**src/rtl/i2c_acmp_pkg.sv**
```systemverilog
package i2c_acmp_pkg;
  typedef struct packed {
    logic match;
    logic gcall;
    logic trx_set;
    logic trx_clr;
    logic irq;
  } acmp_evt_t;
endpackage

```
**src/rtl/i2c_acmp_match.sv**
```systemverilog
module i2c_acmp_match #(
  parameter int unsigned ADDR_BITS = 8,
  parameter bit          GCALL_EN  = 1'b1
) (
  input  logic [ADDR_BITS-1:0] rx_i,
  input  logic [ADDR_BITS-1:0] own_i,
  input  logic                 mode_10b_i,
  output logic                 hit_o,
  output logic                 gcall_o
);
  localparam int unsigned SLV_W = ADDR_BITS - 1;

  logic hit_7b, hit_10b;
  assign hit_7b  = (rx_i[ADDR_BITS-1 -: SLV_W] == own_i[ADDR_BITS-1 -: SLV_W]);
  assign hit_10b = (rx_i == own_i);

  generate
    if (GCALL_EN) begin : g_gcall
      assign gcall_o = (rx_i == '0);
    end else begin : g_no_gcall
      assign gcall_o = 1'b0;
    end
  endgenerate

  assign hit_o = gcall_o | (mode_10b_i ? hit_10b : hit_7b);
endmodule

```
**src/rtl/i2c_acmp_resp.sv**
```systemverilog
module i2c_acmp_resp
  import i2c_acmp_pkg::*;
(
  input  logic      eval_i,
  input  logic      hit_i,
  input  logic      gcall_i,
  input  logic      rw_i,
  input  logic      free_data_i,
  output acmp_evt_t evt_o
);
  logic addressed;
  assign addressed = eval_i & ~free_data_i & hit_i;

  always_comb begin
    evt_o         = '0;
    evt_o.match   = eval_i & hit_i;
    evt_o.gcall   = eval_i & gcall_i;
    evt_o.trx_set = addressed &  rw_i;
    evt_o.trx_clr = addressed & ~rw_i;
    // free-data mode interrupts on any address byte
    evt_o.irq     = eval_i & (free_data_i | hit_i);
  end
endmodule

```
**src/rtl/i2c_addr_cmp.sv**
```systemverilog
module i2c_addr_cmp
  import i2c_acmp_pkg::*;
#(
  parameter int unsigned ADDR_BITS = 8,
  parameter bit          GCALL_EN  = 1'b1
) (
  input  logic                 clk_i,
  input  logic                 rst_ni,
  input  logic                 byte_vld_i,
  input  logic                 first_byte_i,
  input  logic [ADDR_BITS-1:0] rx_byte_i,
  input  logic [ADDR_BITS-1:0] own_addr_i,
  input  logic                 mode_10b_i,
  input  logic                 free_data_i,
  output logic                 match_o,
  output logic                 gcall_o,
  output logic                 trx_set_o,
  output logic                 trx_clr_o,
  output logic                 irq_o
);
  logic      hit, gcall, eval;
  acmp_evt_t evt_d, evt_q;

  assign eval = byte_vld_i & first_byte_i;

  i2c_acmp_match #(
    .ADDR_BITS (ADDR_BITS),
    .GCALL_EN  (GCALL_EN)
  ) u_match (
    .rx_i       (rx_byte_i),
    .own_i      (own_addr_i),
    .mode_10b_i (mode_10b_i),
    .hit_o      (hit),
    .gcall_o    (gcall)
  );

  i2c_acmp_resp u_resp (
    .eval_i      (eval),
    .hit_i       (hit),
    .gcall_i     (gcall),
    .rw_i        (rx_byte_i[0]),
    .free_data_i (free_data_i),
    .evt_o       (evt_d)
  );

  always_ff @(posedge clk_i or negedge rst_ni) begin
    if (!rst_ni) evt_q <= '0;
    else         evt_q <= evt_d;
  end

  assign match_o   = evt_q.match;
  assign gcall_o   = evt_q.gcall;
  assign trx_set_o = evt_q.trx_set;
  assign trx_clr_o = evt_q.trx_clr;
  assign irq_o     = evt_q.irq;
endmodule

```
**config.mk**
```make
export PLATFORM = sky130hd
export DESIGN_NAME = i2c_addr_cmp
export DESIGN_NICKNAME = d
export VERILOG_FILES = /design/src/rtl/i2c_acmp_pkg.sv /design/src/rtl/i2c_acmp_match.sv /design/src/rtl/i2c_acmp_resp.sv /design/src/rtl/i2c_addr_cmp.sv
export SDC_FILE = /design/constraint.sdc
export NUM_CORES = 1
export LEC_CHECK = 0
export BUFFER_PORTS_ARGS = -buffer_cell sky130_fd_sc_hd__buf_2
export CAP_MARGIN = 20
export CORE_AREA = 2 2 39 41
export CTS_BUF_LIST = sky130_fd_sc_hd__clkbuf_8
export DETAILED_ROUTE_END_ITERATION = 16
export DIE_AREA = 0 0 41 43
export PLACE_DENSITY = 0.53
export SYNTH_ARGS = -nofsm -noshare
export SYNTH_HDL_FRONTEND = slang
export SYNTH_HIERARCHICAL = 1
export SYNTH_SLANG_ARGS = --single-unit
```
**constraint.sdc**
```tcl
create_clock -name clk_i -period 0.8 [get_ports clk_i]
set_clock_uncertainty 0.2 [all_clocks]
set_input_delay 0.16 -clock clk_i [delete_from_list [all_inputs] [get_ports clk_i]]
set_output_delay 0.16 -clock clk_i [all_outputs]
set_load 0.1 [all_outputs]
```
* Word-level counts from Yosys, hierarchy flattened
Cells that the tools add are included.
** Word-level totals
- Bits in registers :: 5
- Latch bits :: 0
- RAM bits :: 0
- ROM bits :: 0
- Output and inout port bits :: 5
- Word-level logic and storage cells :: 21
- Memories kept :: 0
** Cells by class
- Add/subtract/negate cells :: 0
- Multiply operators :: 0
- Divide/modulo/power cells :: 0
- Order comparisons :: 0
- Eq/ne operators :: 2
- Shifts and indexed selects :: 0
- Mux-type cells :: 1
- Bitwise logic cells :: 12
- Reduce and logical (&&, ||, !) cells :: 1
** Operator list (count)
- $and A1 B1 Y1 :: 8
- $eq A8 B8 Y1 :: 1
- $logic_not A8 Y1 :: 1
- $eq A7 B7 Y1 :: 1
- $not A1 Y1 :: 2
- $or A1 B1 Y1 :: 2
- $mux W1 :: 1

* Depth between registers and ports, before layout
- Word-level depth :: 5
- Depth in mapped cells :: 4

* Hierarchy
Netlist, hierarchy kept.
** Modules (own cells, without submodules)
- i2c_addr_cmp :: instances 1, cells each 6, area each 131.4 um2
- i2c_acmp_match :: instances 1, cells each 15, area each 118.9 um2
- i2c_acmp_resp :: instances 1, cells each 5, area each 45.0 um2

* Worst setup path before layout
No wires, ideal clock.
- Kind :: input port to flip-flop
- Start point :: input port rx_byte_i[7]
- End point :: register evt_q (netlist bit trx_clr_o)
- Library setup time :: 0.068 ns
- Arrival :: 1.116 ns
- Slack :: -0.584 ns
- Stages on the path :: 4
- Cells stage by stage :: or4_1 > nor2_2 > a31o_1 > and4bb_1
** RTL lines
- start: declaration :: line i2c_addr_cmp.sv:11 : input logic [ADDR_BITS-1:0] rx_byte_i,
- end signal: assignment :: line i2c_addr_cmp.sv:48 : else evt_q <= evt_d;
- end: declaration :: line i2c_addr_cmp.sv:22 : acmp_evt_t evt_d, evt_q;

==> metrics.yaml <==
grt_remaining_overflow: 0
drive_above_1_share: 0.6774
route.detailed.drc: 0
synth_top_cell_by_area: "dfrtp_1"
setup_ws_ns: -0.5256
post-route-min-period_ns: 1.326
highest_layer: "met4"
coreArea_sq_um: 1384
slew_headroom: 0.8477
die_h_um: 43
setup_violations: 10
slew_violations: 0
power.total_mw: 0.8786
dr.pass1.iters: 2
cp_cell_sequence: "buf_6, or4_4, nor2_4, a31o_1, and4b_1"
port_buffers: 26
synth_cells: 26
yosysTopAreaCellShare: 0.4237
grt_pass1_vias: 366
cap_violations: 0
clock_path_buffers: 2
cts_made_buffers: 3
start_kind: "primary input"
critical_path_class: "primary input to flip-flop"
synth_nets: 48
crit_required_ns: 0.75
wl_met2_um: 454
final-hold-violation-count: 1
tightest_slew_ns: 0.2264
endpoint: "trx_set_o"
worstPathMaxFanout: 4
slowest_stage: "or4_4"
die_area_sq_um: 1763
seq_area_frac_synth: 0.4237
p_per_area_nw_per_um2: 1325
critPathTopFamily: "simple AND/OR/NAND/NOR gates"
cp.arrival_ns: 1.27
layout.nets: 85
cp-end-kind: "flip-flop"
worst-path-buf-inv: 1
io_pins: 27
ant_nets: 0
antenna_cells: 0
htreeDepth: 1
period_share: 1.657
cp.depth: 5
violations: "hold timing, setup timing"
synth.distinct_cells: 14
grt_setup_unrepaired: "true"
holdWs_ns: -0.007357
fillers: 137
start_util: 0.2134
syn_to_final_growth_pct: 124.6
place_congestion: 0.6535
final_area_sq_um: 663.1
syn_area_sq_um: 295.3
grt_pass1_wl_um: 1311
ir_drop_uv: 423.3
hp-class: "primary input to flip-flop"
setup_tns_ns: -4.334
grt_max_degree: 6
clock_sinks: 5
status: "complete, but fails checks"
die_w_um: 41
leakage_nw: 0.3248
antenna_found_initial: 0
critPathLaunch: "rx_byte_i[4]"
cts_tree: "built"
wl_met1_um: 237
syn_area_per_cell_sq_um: 11.36
avgRoutedWirePerCell_um: 10.47
placed_cell_area_sq_um: 561.8
dr_total_vias: 335
synth_area_leaders: "dfrtp_1 (42%), xor2_1 (24%), and2_2 (5.1%)"
num_rows: 14
holdBufCountCts: 1
root_buffer: "clkbuf_8"
track_usage: 0.1138
max_freq_mhz: 754.4
vias_per_cell: 4.295
clkTransAtPathRegs_ns: 0.03
dr.first_iter.drc_count: 2
ys_ff_latch: 5
crit_path_max_incr_delay_ns: 0.53
yosysWarnings: 6
wl_met3_um: 117
routed_wirelength_um: 817
## layout make-up
type / instances / area (sq um) / share of cell area
timing repair buffer: 32 / 281.5 / 0.4245
clock inverter: 1 / 3.754 / 0.005660
clock buffer: 3 / 41.29 / 0.06226
tap: 16 / 20.02 / 0.03019
multi-input combinational: 21 / 180.2 / 0.2717
sequential: 5 / 136.4 / 0.2057
## per-layer routing
metal	global-route usage	vias up
met5	0	-
li1	-	164
met1	0.09740	142
met4	0.08000	0
met2	0.2000	27
met3	0.03665	2
## flip-flops by register name, indices dropped and copies added (netlist names)
signal / cells
gcall_o: 1
irq_o: 1
match_o: 1
trx_clr_o: 1
trx_set_o: 1
## layout by cell type, fill, tap and decap left out, types with 2 or more instances in the layout
cell and count:
xor2_1 8, buf_6 5, dfrtp_4 3, buf_2 17, buf_4 4, clkbuf_8 3, buf_12 5, or4_4 2
dfrtp_1 2
## Yosys cell counts, drive strengths merged
cell type / number
xor2: 8
dfrtp: 5
and2: 3
or4: 2
a31o: 1
and4b: 1
and4bb: 1
nand2: 1
nor2: 1
nor3: 1
nor4: 1
o21a: 1
## stage by stage
| step | hold slack, ns | setup slack, ns | std cells | util |
|---|---|---|---|---|
| 2_1_floorplan | -0.3356 | -0.5594 | 26 | - |
| 3_3_place_gp | -0.2241 | -0.7351 | 72 | 0.4060 |
| 3_5_place_dp | -0.2242 | -0.7373 | 72 | 0.4060 |
| 4_1_cts | -0.01160 | -0.5220 | 78 | 0.4665 |
| 5_1_grt | -0.007762 | -0.5525 | 78 | 0.4792 |
| 6_report | -0.007357 | -0.5256 | 78 | 0.4792 |
## report_power, final
group	total [mW]	internal, mW	switching (mW)
logic	0.174	0.0982	0.0762
clock network	0.444	0.328	0.116
registers	0.260	0.258	0.00181
total	0.879	0.685	0.194
## how the worst min path moves through the flow
stage / slack (ns) / endpoint / startpoint / cells past startpoint
finish: -0.007 / irq_o / free_data_i / 2
floorplan: -0.34 / trx_clr_o / rst_ni / 0
detailed placement: -0.22 / trx_clr_o / rst_ni / 1
global route: -0.008 / irq_o / free_data_i / 2
CTS: -0.01 / irq_o / free_data_i / 2
global placement: -0.22 / trx_set_o / rst_ni / 1
## logic make-up after synthesis
logic type	Yosys count	share of synthesized area
xor+xnor	8	0.2373
compound gates	2	0.05510
simple gates	11	0.2839
flops	5	0.4237
## timing repair
item | 4_1_cts | 5_1_grt
gates resized for setup | 4 | 4
pin swaps | 3 | 3
hold endpoints to repair | 6 | 1
setup buffers | 1 | 1
endpoints found under the setup margin | 10 | 10
Note: power is estimated with default switching activity, not from simulation.
